$ cat src/rtl/irq_flag_pkg.sv
package irq_flag_pkg;
    localparam int unsigned DATA_W = 8;
    localparam int unsigned ADDR_W = 3;

    typedef enum logic [ADDR_W-1:0] {
        A_PFLAG = 3'd0,
        A_PEN   = 3'd1,
        A_SFLAG = 3'd2,
        A_SEN   = 3'd3,
        A_CFLAG = 3'd4,
        A_CEN   = 3'd5
    } reg_addr_e;
endpackage

$ cat src/rtl/irq_flag_vec.sv
module irq_flag_vec #(
    parameter int unsigned W = 4
) (
    input  logic         clk,
    input  logic         rst_n,
    input  logic [W-1:0] set_i,
    input  logic [W-1:0] clr_i,
    output logic [W-1:0] q_o
);
    logic [W-1:0] q_r;

    genvar gi;
    generate
        for (gi = 0; gi < W; gi++) begin : g_bit
            always_ff @(posedge clk or negedge rst_n) begin
                if (!rst_n)
                    q_r[gi] <= 1'b0;
                else if (set_i[gi])
                    q_r[gi] <= 1'b1;
                else if (clr_i[gi])
                    q_r[gi] <= 1'b0;
            end
        end
    endgenerate

    assign q_o = q_r;

    AST_SET_WINS: assert property (@(posedge clk) disable iff (!rst_n)
        (|set_i) |=> ((q_r & $past(set_i)) == $past(set_i)));

    AST_HOLD_IDLE: assert property (@(posedge clk) disable iff (!rst_n)
        ((set_i == '0) && (clr_i == '0)) |=> $stable(q_r));
endmodule

$ cat src/rtl/irq_share_or.sv
module irq_share_or #(
    parameter int unsigned W = 4
) (
    input  logic [W-1:0] flag_i,
    input  logic [W-1:0] en_i,
    input  logic         line_en_i,
    output logic         req_o
);
    logic [W-1:0] hit;

    genvar gi;
    generate
        for (gi = 0; gi < W; gi++) begin : g_term
            assign hit[gi] = flag_i[gi] & en_i[gi];
        end
    endgenerate

    assign req_o = line_en_i & (|hit);
endmodule

$ cat src/rtl/irq_flag_bank.sv
module irq_flag_bank
    import irq_flag_pkg::*;
#(
    parameter int unsigned NUM_LINES = 7,
    parameter int unsigned GRP_W     = 4,
    parameter int unsigned LINE_SYS  = 6,
    parameter int unsigned LINE_CE   = 2
) (
    input  logic                 clk,
    input  logic                 rst_n,
    input  logic [NUM_LINES-1:0] ext_evt,
    input  logic [GRP_W-1:0]     sys_evt,
    input  logic [GRP_W-1:0]     ce_evt,
    input  logic                 spi_evt,
    input  logic                 eep_evt,
    input  logic [NUM_LINES-1:0] ack_vec,
    input  logic                 bus_sel,
    input  logic                 bus_we,
    input  logic [ADDR_W-1:0]    bus_addr,
    input  logic [DATA_W-1:0]    bus_wdata,
    output logic [DATA_W-1:0]    bus_rdata,
    output logic [NUM_LINES-1:0] irq_line,
    output logic                 irq_spi,
    output logic                 irq_eep
);
    localparam int unsigned SYS_W   = GRP_W + 2;
    localparam int unsigned BIT_SPI = GRP_W;
    localparam int unsigned BIT_EEP = GRP_W + 1;

    logic [NUM_LINES-1:0] pflag, pen, pset;
    logic [SYS_W-1:0]     sflag, sen, sset, sclr;
    logic [GRP_W-1:0]     cflag, cen, cclr;
    logic                 wr_pen, wr_sflag, wr_sen, wr_cflag, wr_cen;
    logic                 sys_req, ce_req;
    logic                 unused_wdata;

    assign unused_wdata = ^bus_wdata;

    // write decode
    always_comb begin
        wr_pen   = bus_sel && bus_we && (bus_addr == A_PEN);
        wr_sflag = bus_sel && bus_we && (bus_addr == A_SFLAG);
        wr_sen   = bus_sel && bus_we && (bus_addr == A_SEN);
        wr_cflag = bus_sel && bus_we && (bus_addr == A_CFLAG);
        wr_cen   = bus_sel && bus_we && (bus_addr == A_CEN);
    end

    // set and clear vectors
    always_comb begin
        sset = {eep_evt, spi_evt, sys_evt};
        sclr = wr_sflag ? ~bus_wdata[SYS_W-1:0] : '0;
        cclr = wr_cflag ? ~bus_wdata[GRP_W-1:0] : '0;
        pset = ext_evt;
        pset[LINE_SYS] = ext_evt[LINE_SYS] | (|(sys_evt & sen[GRP_W-1:0]));
        pset[LINE_CE]  = ext_evt[LINE_CE]  | (|(ce_evt & cen));
    end

    irq_flag_vec #(.W(NUM_LINES)) u_pflag (
        .clk(clk), .rst_n(rst_n), .set_i(pset), .clr_i(ack_vec), .q_o(pflag)
    );

    irq_flag_vec #(.W(SYS_W)) u_sflag (
        .clk(clk), .rst_n(rst_n), .set_i(sset), .clr_i(sclr), .q_o(sflag)
    );

    irq_flag_vec #(.W(GRP_W)) u_cflag (
        .clk(clk), .rst_n(rst_n), .set_i(ce_evt), .clr_i(cclr), .q_o(cflag)
    );

    // enable registers
    always_ff @(posedge clk or negedge rst_n) begin
        if (!rst_n) begin
            pen <= '0;
            sen <= '0;
            cen <= '0;
        end else begin
            if (wr_pen) pen <= bus_wdata[NUM_LINES-1:0];
            if (wr_sen) sen <= bus_wdata[SYS_W-1:0];
            if (wr_cen) cen <= bus_wdata[GRP_W-1:0];
        end
    end

    irq_share_or #(.W(GRP_W)) u_sys_or (
        .flag_i(sflag[GRP_W-1:0]), .en_i(sen[GRP_W-1:0]),
        .line_en_i(pen[LINE_SYS]), .req_o(sys_req)
    );

    irq_share_or #(.W(GRP_W)) u_ce_or (
        .flag_i(cflag), .en_i(cen), .line_en_i(pen[LINE_CE]), .req_o(ce_req)
    );

    genvar gl;
    generate
        for (gl = 0; gl < NUM_LINES; gl++) begin : g_line
            if (gl == LINE_SYS) begin : g_sys
                assign irq_line[gl] = sys_req;
            end else if (gl == LINE_CE) begin : g_ce
                assign irq_line[gl] = ce_req;
            end else begin : g_own
                assign irq_line[gl] = pflag[gl] & pen[gl];
            end
        end
    endgenerate

    assign irq_spi = sflag[BIT_SPI] & sen[BIT_SPI];
    assign irq_eep = sflag[BIT_EEP] & sen[BIT_EEP];

    // read mux
    always_comb begin
        bus_rdata = '0;
        case (bus_addr)
            A_PFLAG: bus_rdata[NUM_LINES-1:0] = pflag;
            A_PEN:   bus_rdata[NUM_LINES-1:0] = pen;
            A_SFLAG: bus_rdata[SYS_W-1:0]     = sflag;
            A_SEN:   bus_rdata[SYS_W-1:0]     = sen;
            A_CFLAG: bus_rdata[GRP_W-1:0]     = cflag;
            A_CEN:   bus_rdata[GRP_W-1:0]     = cen;
            default: bus_rdata = '0;
        endcase
    end

    AST_PFLAG_RO: assert property (@(posedge clk) disable iff (!rst_n)
        (bus_sel && bus_we && pset == '0 && ack_vec == '0) |=> $stable(pflag));

    AST_ACK_CLR: assert property (@(posedge clk) disable iff (!rst_n)
        (|(ack_vec & ~pset)) |=> ((pflag & $past(ack_vec & ~pset)) == '0));

    AST_ONES_KEEP: assert property (@(posedge clk) disable iff (!rst_n)
        (wr_sflag && (&bus_wdata[SYS_W-1:0]) && sset == '0) |=> $stable(sflag));

    AST_LINE_GATED: assert property (@(posedge clk) disable iff (!rst_n)
        ((irq_line & ~pen) == '0));
endmodule

$ cat config.mk
export PLATFORM = sky130hd
export DESIGN_NAME = irq_flag_bank
export DESIGN_NICKNAME = d
export VERILOG_FILES = /design/src/rtl/irq_flag_pkg.sv /design/src/rtl/irq_flag_vec.sv /design/src/rtl/irq_share_or.sv /design/src/rtl/irq_flag_bank.sv
export SDC_FILE = /design/constraint.sdc
export NUM_CORES = 1
export LEC_CHECK = 0
export BUFFER_PORTS_ARGS = -buffer_cell sky130_fd_sc_hd__buf_2
export CAP_MARGIN = 20
export CORE_MARGIN = 2
export CORE_UTILIZATION = 46
export DETAILED_ROUTE_END_ITERATION = 10
export PLACE_DENSITY = 0.82
export RECOVER_POWER = 100
export SYNTH_ARGS = -nofsm -noshare
export SYNTH_HDL_FRONTEND = slang
export SYNTH_SLANG_ARGS = --single-unit
$ cat constraint.sdc
create_clock -name clk -period 1.23 [get_ports clk]
set_input_delay 0.1845 -clock clk [delete_from_list [all_inputs] [get_ports clk]]
set_output_delay 0.1845 -clock clk [all_outputs]
set_load 0.02 [all_outputs]
# Word level (Yosys, flattened, before mapping)
# Cells that the tools add are included.
[totals]
register_bits = 34
inputBits = 39
output_inout_bits = 17
[op_classes]
reduce_logical = 28
eq_ne = 5
mux = 39
bitwise = 23
[ops]
columns = ["cell", "n"]
rows = [
  ["two-way mux 1 bit", 34],
  ["nonzero test 2 bit", 17],
  ["case mux 4 bit (6 select lines)", 1],
  ["bitwise AND 1 bit", 17],
  ["OR reduction 4 bit", 4],
  ["bitwise AND 4 bit", 2],
  ["case mux 2 bit (4 select lines)", 1],
  ["== test 3 x 2 -> 1 bit (second input constant)", 2],
  ["== test 3 bit (second input constant)", 2],
  ["logical AND 1 bit", 6],
  ["two-way mux 6 bit", 1],
  ["inverter 6 bit", 1],
  ["two-way mux 4 bit", 1],
  ["inverter 4 bit", 1],
  ["== test 3 x 1 -> 1 bit (second input constant)", 1],
  ["logical NOT 3 bit", 1],
  ["OR 1 bit", 2],
  ["case mux 1 bit (2 select lines)", 1],
]

# Logic depth before layout (Yosys ltp)
# Gate-level depths: netlist (run 1).
[logic_depth]
depth_word = 5
depth_mapped = 5

# By module
# A second synthesis (run 1) with hierarchy kept.
[hier_totals]
cells_unflattened = 163
area_unflattened_um2 = 1820.5
[by_module_without_submodules]
columns = ["mod", "area_each_um2", "seq_area_each_um2", "cells_per_inst", "instances"]
rows = [
  ["irq_flag_bank", 1158.6, 425.4, 106, 1],
  ["irq_flag_vec at u_pflag", 254.0, 175.2, 21, 1],
  ["irq_flag_vec at u_sflag", 217.7, 150.1, 18, 1],
  ["irq_flag_vec at u_cflag", 145.1, 100.1, 12, 1],
  ["irq_share_or", 22.5, 0.0, 3, 2],
]

# Worst setup path before layout (run 1)
# No wires, ideal clock.
[synth_timing]
path_kind = "input -> output"
startpoint = "input bus_addr[0]"
endpoint = "output bus_rdata[1]"
t_required_ns = 1.046
arrival_time_ns = 1.181
slack_ns = -0.135
cell_stages = 5
n_path_buf = 2
path_cell_list = "buf_6 > buf_2 > nor3b_1 > a21oi_1 > o21ai_0"
[synth_between]
elab_chain_len = 2
[synth_rtl]
columns = ["item", "line_no", "text"]
rows = [
  ["from (decl)", "irq_flag_bank.sv:19", "input logic [ADDR_W-1:0] bus_addr,"],
  ["== test 3 bit (tied with other cells)", "irq_flag_bank.sv:111", "case (bus_addr)"],
  ["case mux 4 bit (6 select lines) *", "irq_flag_bank.sv:111", ""],
  ["to (decl)", "irq_flag_bank.sv:21", "output logic [DATA_W-1:0] bus_rdata,"],
]
# Mark *: on every way between the ends. The rest lies on a longest branch, timed or not.

# Worst setup path after layout (run 1)
[layout_timing]
startpoint = "register cen[0]"
endpoint = "output bus_rdata[0]"
[layout_between]
elab_chain_len = 1
[layout_rtl]
columns = ["item", "line_no", "text"]
rows = [
  ["from (decl)", "irq_flag_bank.sv:32", "logic [GRP_W-1:0] cflag, cen, cclr;"],
  ["from (signal assigned)", "irq_flag_bank.sv:79", "if (wr_cen) cen <= bus_wdata[GRP_W-1:0];"],
  ["case mux 4 bit (6 select lines)", "irq_flag_bank.sv:111", ""],
]
# No other way between the ends.

==> summary.txt, run 1 <==
Synthesis
  • Synth Instances: 153
  • Largest cells by area after synthesis: dfrtp_1 47%, mux2_2 13%, mux4_2 3.7%
  • Avg Cell Area, Syn: 11.8 um^2
  • Synth cell count leaders: 34 x dfrtp_1, 21 x mux2_2, 10 x nand2b_1
  • Syn_nets: 192
  • Synth unique cells: 34
  • Post-synth EDFFs: 0
  • Most frequent cell after synthesis: dfrtp_1
  • Register area share after synthesis: 0.469
  • Top-area cell type share of the netlist area: 0.469
  • Async S/R FF share, synth: 1.00
  • Synth warnings: 0
  • Synth area leader: dfrtp_1
  • Ys flop type: dfrtp_1
  • Register bit total from synthesis: 34
  • Mapped Area: 1810 um^2

Global routing
  • Met1 Use GR: 0.323
  • Met2 Use GR: 0.428
  • GR Util All Layers: 0.255
  • First-pass GRT wire length: 8200 um
  • GR Overflow Total: 0
  • Largest net degree at the start of global routing: 35
  • Antenna violations before repair: 0
  • GR peak layer: met2
  • Met3 GRT Util: 0.0524
  • Vias in the first global route: 1717

Setup path
  • Critical path's largest stage delay: 0.47 ns
  • CP Data Arrival Time: 1.48 ns
  • CP cell instances: mux4_2 -> a22o_1 -> buf_6
  • WP buf/inv: 1
  • Kind of end point of the critical path: output pin
  • Delay-heaviest family, CP: multiplexers
  • Critical path class: flop to output pin
  • Worst Path Max Fanout: 2
  • Critical path data required time: 1.05 ns
  • Critical path's slowest cell: mux4_2
  • CP startpoint kind: flop

STA
  • # setup viols final: 21
  • Worst Setup Slack, final: -0.435 ns
  • Final min period: 1.66 ns
  • RSZ-0062 raised after global routing: true
  • Layout Skew: 0.00144 ns
  • Fmax: 601 MHz
  • Slew Limit Fails: 0
  • Fin crit share: 1.35
  • Final hold vios: 0

Placement
  • DP Cell Count: 281
  • GPL Wtd Cong: 0.827
  • DP Wirelength: 3440 um
  • Port bufs: 53

Route
  • DR iter-0 viols: 76
  • Pre-antenna DRT Iters: 4
  • ANT nets after route: 0
  • Total number of vias: 1601
  • Total wire length after detailed routing: 5240 um
  • Routed WL per cell: 17.8 um
  • DRC viols: 0
  • Vias per cell: 5.45

Clock tree
  • Clk root buf: clkbuf_8
  • Clk buf depth: 2
  • CTS tree: done
  • Clock Latency Late Sink: 0.29 ns
  • Htree depth: 2
  • CTS Buf Count: 5
  • Clock transition at path regs: 0.08 ns
  • CTS Sinks: 34

Finish
  • Final Non-Filler Cells: 294
  • Layout cells sized above 1: 0.557
  • # nets final: 284
  • Final Core Density: 0.727
  • Area grow syn2layout: 49.0%
  • Antenna diodes: 0

Hold path
  • Worst hold path type: input pin to flop

Job
  • Max-cap violations: 0

Floorplan
  • Number of I/O pins: 56
  • Die area: 4460 um^2
  • CORE AREA: 3720 um^2
  • Starting density of the core: 0.488
  • Die width: 66.8 um
  • Core Rows: 22
  • Die Span Y: 66.8 um

Pwr
  • Power per cell area: 1440 nW/um^2
  • Static leakage: 1.25 nW
  • Peak VDD IR: 1280 uV

Outcome
  • Violated checks: setup timing
  • Status: finished with violations
==> report_power, final <==
| group | switching, mW | internal (mW) |
|---|---|---|
| registers | 0.119 | 1.27 |
| logic | 0.512 | 0.683 |
| clock network | 0.427 | 0.865 |
==> cell families (layout without fill, tap and decap cells) <==
logic type	Yosys count	in the layout	synth area share
AOI/OAI and AO/OA	38	38	0.148
and+or+nand+nor	36	36	0.136
DFF	34	34	0.469
muxes	28	28	0.190
buffers and inverters	16	109	0.0538
other	1	1	0.00207
==> cell usage in the layout (no fill, tap or decap), types with 2 or more instances in the layout <==
cell type | Yosys | layout
nor2b_4 | 1 | 2
o41ai_1 | 4 | 4
mux2_4 | 0 | 2
nand2b_1 | 10 | 10
clkbuf_2 | 0 | 2
clkbuf_8 | 0 | 6
mux2i_1 | 3 | 3
buf_2 | 3 | 38
a21oi_1 | 8 | 6
inv_1 | 6 | 6
and2_4 | 0 | 6
a22oi_1 | 6 | 3
o31ai_1 | 6 | 6
nand2_1 | 3 | 3
a21boi_1 | 0 | 2
a21o_1 | 5 | 5
bufinv_16 | 0 | 2
clkbuf_4 | 0 | 3
nand3_1 | 3 | 3
a211o_1 | 2 | 2
dfrtp_1 | 34 | 34
nor2b_1 | 4 | 3
buf_6 | 2 | 16
clkdlybuf4s25_1 | 0 | 2
buf_4 | 5 | 24
mux2_2 | 21 | 19
clkbuf_1 | 0 | 7
buf_12 | 0 | 2
a22oi_2 | 0 | 3
mux4_2 | 3 | 3
==> what timing repair did <==
item / CTS / global route
endpoints found under the hold margin: 34 / 0
setup buffers: 3 / 4
pin swaps: 4 / 7
endpoints found under the setup margin: 14 / 23
hold buffers: 1 / 0
resized for setup: 38 / 18
==> path summary, 6_finish.rpt <==
kind / from / to / slack, ns / cells after the start
max: cen[0] / bus_rdata[0] / -0.43 / 3
min: ext_evt[0] / u_pflag.q_o[0] / 0.06 / 2
max reg2reg: sen[1] / sen[1] / 0.20 / 3
min reg2reg: u_pflag.q_o[1] / u_pflag.q_o[1] / 0.52 / 1
max in group asynchronous: rst_n / u_pflag.q_o[2] / 0.40 / 3
min in group asynchronous: rst_n / u_sflag.q_o[5] / 0.48 / 3
==> sequential cells by signal, summed over array words and instances, names as in the netlist <==
| register | flops |
|---|---|
| sen | 6 |
| u_pflag.q_o | 7 |
| pen | 7 |
| cen | 4 |
| u_cflag.q_o | 4 |
| u_sflag.q_o | 6 |
==> layer usage <==
layer	vias to the layer above	wire length, um
met5	-	0
met4	0	90
met3	11	267
met2	60	2620
met1	787	2270
li1	743	-
==> per-stage QoR <==
stage	setup TNS [ns]	area (um^2)	setup WS, ns	power, mW	hold WS [ns]
final	-3.48	2700	-0.435	3.88	0.0637
after CTS	-2.78	2670	-0.445	3.80	0.0630
after global placement	-4.12	2380	-0.246	2.32	0.236
after global routing	-4.58	2700	-0.503	4.04	0.0641
after detailed placement	-4.48	2380	-0.280	2.35	0.234
after floorplan	-0.191	1830	-0.0618	1.93	-0.111
==> final cells by class <==
cell class                 count  area, um^2
fill                         257        1010
timing repair buffer          95         679
clock inverter                 2        60.1
multi-input combinational    103         946
clock buffer                   6        82.6
inverter                       6        22.5
tap                           48        60.1
sequential                    34         851
Power figures use the tool's default switching activity.
==> run 2, diff against run 1 <==
Settings changed: CORE_MARGIN 2 to default.
==> run 2 against run 1 <==
Against the previous run: the flow still finishes with violations (setup timing); maximum frequency grew 0.20%; count of clock-buffer cells in the layout is the same; first-iteration DRC count is 64% higher; combinational power is essentially flat; critical path type unchanged; highest routed layer unchanged.
==> summary.txt, run 2 (same netlist as run 1, synthesis figures left out) <==
Route
  • Vias per cell: 5.61
  • Routed WL per cell: 17.6 um
  • Total wire length after detailed routing: 5130 um
  • Pre-antenna DRT Iters: 4
  • Total number of vias: 1637
  • DR iter-0 viols: 125
  • ANT nets after route: 0
  • DRC viols: 0

Floorplan
  • CORE AREA: 3720 um^2
  • Starting density of the core: 0.488
  • Core Rows: 22
  • Die Span Y: 64.8 um
  • Die width: 64.8 um
  • Die area: 4200 um^2
  • Number of I/O pins: 56

STA
  • Fin crit share: 1.35
  • Layout Skew: 0.00437 ns
  • Final min period: 1.66 ns
  • Fmax: 602 MHz
  • RSZ-0062 raised after global routing: true
  • Worst Setup Slack, final: -0.431 ns
  • # setup viols final: 17
  • Setup tns final: -3.58 ns
  • Final hold vios: 0
  • Slew Limit Fails: 0
  • Worst hold slack: 0.0791 ns

Clock tree
  • CTS Buf Count: 5
  • Clk buf depth: 2
  • CTS Sinks: 34
  • CTS tree: done
  • Clock transition at path regs: 0.07 ns
  • Clock Latency Late Sink: 0.29 ns
  • Clk root buf: clkbuf_8
  • Htree depth: 2

Setup path
  • Critical path class: flop to output pin
  • Critical path's largest stage delay: 0.45 ns
  • CP cell instances: mux4_2 -> a22o_1 -> buf_6
  • CP Data Arrival Time: 1.48 ns
  • Delay-heaviest family, CP: multiplexers
  • CP startpoint kind: flop
  • Critical path data required time: 1.05 ns
  • Kind of end point of the critical path: output pin
  • Critical path's slowest cell: mux4_2
  • WP buf/inv: 1
  • Worst Path Max Fanout: 2

Finish
  • # nets final: 284
  • Area grow syn2layout: 46.7%
  • Layout cells sized above 1: 0.574
  • Register area: 851 um^2
  • Most common cell after layout, fill and taps aside: buf_2
  • Final Non-Filler Cells: 292
  • Footprint of the multi-input gates: 961 um^2
  • Final Core Density: 0.715
  • Most frequent cells in the layout: 35 x buf_2, 34 x dfrtp_1, 26 x buf_4
  • Design Area, Final: 2660 um^2
  • Antenna diodes: 0
  • Fill cells: 256

Global routing
  • GR Overflow Total: 0
  • GR Util All Layers: 0.259
  • Largest net degree at the start of global routing: 21
  • Antenna violations before repair: 0
  • First-pass GRT wire length: 8140 um
  • Vias in the first global route: 1667

Job
  • Max-cap violations: 0

Pwr
  • Static leakage: 1.24 nW
  • Power per cell area: 1280 nW/um^2
  • Peak VDD IR: 672 uV

Placement
  • Placed cell area: 2360 um^2
  • GPL Wtd Cong: 0.859
  • DP Wirelength: 3300 um
  • DP Cell Count: 279
  • Port bufs: 53

Outcome
  • Violated checks: setup timing
  • Status: finished with violations

Hold path
  • Worst hold path type: input pin to flop
run 2: cell types whose count changed in the layout (fill, tap and decap cells not counted), moves of 2 or more:
| cell | change |
|---|---|
| clkbuf_1 | -5 |
| clkbuf_2 | +5 |
| buf_2 | -3 |
| buf_6 | +3 |
| buf_12 | -2 |
| buf_4 | +2 |
| bufinv_16 | -2 |
run 2: per-stage QoR:
step | total power [mW] | worst slack (ns)
finish | 3.41 | -0.431
global route | 3.54 | -0.498
CTS | 3.30 | -0.423
detailed placement | 2.33 | -0.290
global placement | 2.31 | -0.280
floorplan | 1.93 | -0.0618
run 2: repair_timing:
| item | in CTS | in global routing |
|---|---|---|
| endpoints found under the hold margin | 14 | 0 |
| hold buffers | 1 | 0 |
| endpoints found under the setup margin | 14 | 28 |
| cloned | 0 | 0 |
| gates resized for setup | 36 | 25 |
| pin swaps | 7 | 7 |
| setup buffers | 5 | 5 |
run 2: per-layer routing:
| layer | up-vias | GRT usage | routed length, um | part of all wire |
|---|---|---|---|---|
| li1 | 743 | - | - | - |
| met4 | 0 | 0.106 | 85 | 0.017 |
| met2 | 61 | 0.419 | 2490 | 0.48 |
| met5 | - | 0 | 0 | 0 |
| met1 | 822 | 0.341 | 2320 | 0.45 |
| met3 | 11 | 0.0440 | 233 | 0.045 |
run 2: power breakdown:
group / internal [mW] / switching, mW / total (mW)
combinational: 0.683 / 0.524 / 1.21
clock: 0.431 / 0.381 / 0.813
sequential: 1.27 / 0.123 / 1.39
run 2: cell type report:
type | instances | area share
multi-input cells | 103 | 0.361
flip-flops and latches | 34 | 0.320
well taps | 48 | 0.0226
repair buffers | 95 | 0.256
clock buffers | 6 | 0.0311
inverters | 6 | 0.00847
run 2: final timing paths:
kind                                      from             end  slack [ns]  cells past startpoint
worst max-delay path            u_pflag.q_o[0]    bus_rdata[0]       -0.43                      3
worst min-delay path                ext_evt[0]  u_pflag.q_o[0]        0.08                      2
worst max register to register          cen[1]  u_pflag.q_o[2]        0.19                      4
worst min register to register  u_pflag.q_o[1]  u_pflag.q_o[1]        0.52                      1
max in group asynchronous                rst_n  u_pflag.q_o[2]        0.22                      3
min in group asynchronous                rst_n          sen[1]        0.33                      2
==> run 3, diff against run 2 <==
Settings changed: REMOVE_ABC_BUFFERS from default to 1.
==> run 3 against run 2 <==
Against the previous run: the run still ends with setup timing left; sequential power about the same; power up 3.7%; maximum frequency down 1.9%; cell count up 1.0%; clock power up 7.7%; utilization up 0.71 points; critical path depth unchanged; critical path type unchanged; critical endpoint unchanged; largest cell class unchanged.
==> summary.txt, run 3 (same netlist as run 1, synthesis figures left out) <==
Route
  • ANT nets after route: 0
  • DR iter-0 viols: 138
  • Total wire length after detailed routing: 5770 um
  • Vias per cell: 5.57
  • DRC viols: 0
  • Routed WL per cell: 19.6 um
  • Pre-antenna DRT Iters: 4
  • Total number of vias: 1644

Setup path
  • CP Data Arrival Time: 1.51 ns
  • Worst Path Max Fanout: 3
  • Critical path data required time: 1.05 ns
  • Critical path's largest stage delay: 0.46 ns
  • Worst r2r dst: u_pflag.q_o[6]
  • CP cell instances: mux4_2 -> a22o_1 -> buf_6
  • R2r startpoint: sen[1]
  • Flop2flop setup slack: 0.16 ns
  • Critical path's slowest cell: mux4_2
  • Critical path class: flop to output pin
  • CP startpoint kind: flop
  • R2R depth: 4
  • Kind of end point of the critical path: output pin

Pwr
  • Peak VDD IR: 758 uV
  • Power per cell area: 1320 nW/um^2
  • P_sw: 1.10 mW
  • Sw frac: 0.311
  • Int Power: 2.44 mW
  • Combinational share of power: 0.355
  • Clock share of power: 0.248
  • Static leakage: 1.24 nW
  • Final Power: 3.54 mW
  • Register share of total power: 0.397

Floorplan
  • Core Rows: 22
  • CORE AREA: 3720 um^2
  • Starting density of the core: 0.488
  • Die area: 4200 um^2
  • Number of I/O pins: 56
  • Die width: 64.8 um
  • Die Span Y: 64.8 um

STA
  • Final hold vios: 0
  • Worst hold slack: 0.0694 ns
  • Worst slew pin tran: 0.524 ns
  • Fin crit share: 1.38
  • Slew Limit Fails: 0
  • Worst slew margin: 0.646
  • Worst Setup Slack, final: -0.463 ns
  • RSZ-0062 raised after global routing: true
  • Setup tns final: -3.37 ns
  • # setup viols final: 17
  • Layout Skew: 0.00396 ns
  • Fmax: 591 MHz
  • Final min period: 1.69 ns

Finish
  • Final Non-Filler Cells: 295
  • # nets final: 285
  • Area grow syn2layout: 48.1%
  • Most common cell after layout, fill and taps aside: buf_2
  • Layout cells sized above 1: 0.591
  • Antenna diodes: 0
  • Most frequent cells in the layout: 38 x buf_2, 34 x dfrtp_1, 24 x buf_6

Global routing
  • GR Util All Layers: 0.268
  • Vias in the first global route: 1720
  • Antenna violations before repair: 0
  • Largest net degree at the start of global routing: 20
  • First-pass GRT wire length: 8310 um
  • GR Overflow Total: 0

Outcome
  • Violated checks: setup timing
  • Status: finished with violations

Placement
  • DP Cell Count: 281
  • Port bufs: 53
  • DP Wirelength: 3590 um
  • GPL Wtd Cong: 0.810
  • Post-place setup slack: -0.305 ns

Hold path
  • Min-Delay Startpoint: ext_evt[1]
  • Worst hold path type: input pin to flop
  • Hold endpoint: u_pflag.q_o[1]
  • Hold Crit Depth: 2

Clock tree
  • CTS tree: done
  • Clk root buf: clkbuf_8
  • Clock Latency Late Sink: 0.28 ns
  • CTS Buf Count: 5
  • Htree depth: 2
  • Clk buf depth: 2
  • Clock transition at path regs: 0.07 ns
  • CTS Sinks: 34

Job
  • Max-cap violations: 0
## run 3: what timing repair did
item / CTS / global route
resized for setup: 50 / 22
hold buffers: 1 / 0
hold endpoints to repair: 15 / 0
buffers inserted: 5 / 8
endpoints found under the setup margin: 19 / 15
cloned: 0 / 0
pin swaps: 9 / 7
## run 3: area by class of cell
class	instances	area [um^2]
clock buffer	7	86.3
inverter	6	22.5
sequential	34	851
tap	48	60.1
multi-input combinational	103	965
fill	240	1030
timing repair buffer	96	696
clock inverter	1	5.00
## run 3: how the worst max path moves through the flow
stage / endpoint / from / slack (ns)
finish: bus_rdata[0] / u_cflag.q_o[0] / -0.46
floorplan: bus_rdata[0] / cen[0] / -0.04
global route: bus_rdata[0] / u_cflag.q_o[0] / -0.51
detailed placement: pen[0] / bus_addr[0] / -0.30
CTS: bus_rdata[0] / u_cflag.q_o[0] / -0.44
global placement: bus_rdata[0] / bus_addr[0] / -0.28
## run 3: metal layers
metal / wire length (um) / up-vias / GRT usage
met5: 0 / - / 0
met4: 144 / 0 / 0.108
met3: 355 / 15 / 0.0616
met2: 2980 / 72 / 0.441
met1: 2290 / 811 / 0.338
li1: - / 746 / -
## run 3: metrics by stage
| step | utilization | area (um^2) |
|---|---|---|
| 6_report | 0.723 | 2690 |
| 5_1_grt | 0.723 | 2690 |
| 4_1_cts | 0.711 | 2640 |
| 3_5_place_dp | 0.637 | 2370 |
| 3_3_place_gp | 0.637 | 2370 |
| 2_1_floorplan | - | 1740 |
## run 3: power by group through the flow
stage | Combinational, mW | Sequential (mW) | Clock [mW]
floorplan | 0.477 | 1.37 | 0
global placement | 0.932 | 1.39 | 0
detailed placement | 0.953 | 1.40 | 0
CTS | 1.17 | 1.38 | 0.871
global route | 1.33 | 1.41 | 0.948
finish | 1.26 | 1.41 | 0.876
## run 3: critical path: cells and delay by family, from the launching register on
family,cells,cell delay (ns)
compound gates,1,0.21
buf+inv,1,0.13
flops,1,0.42
mux,1,0.46
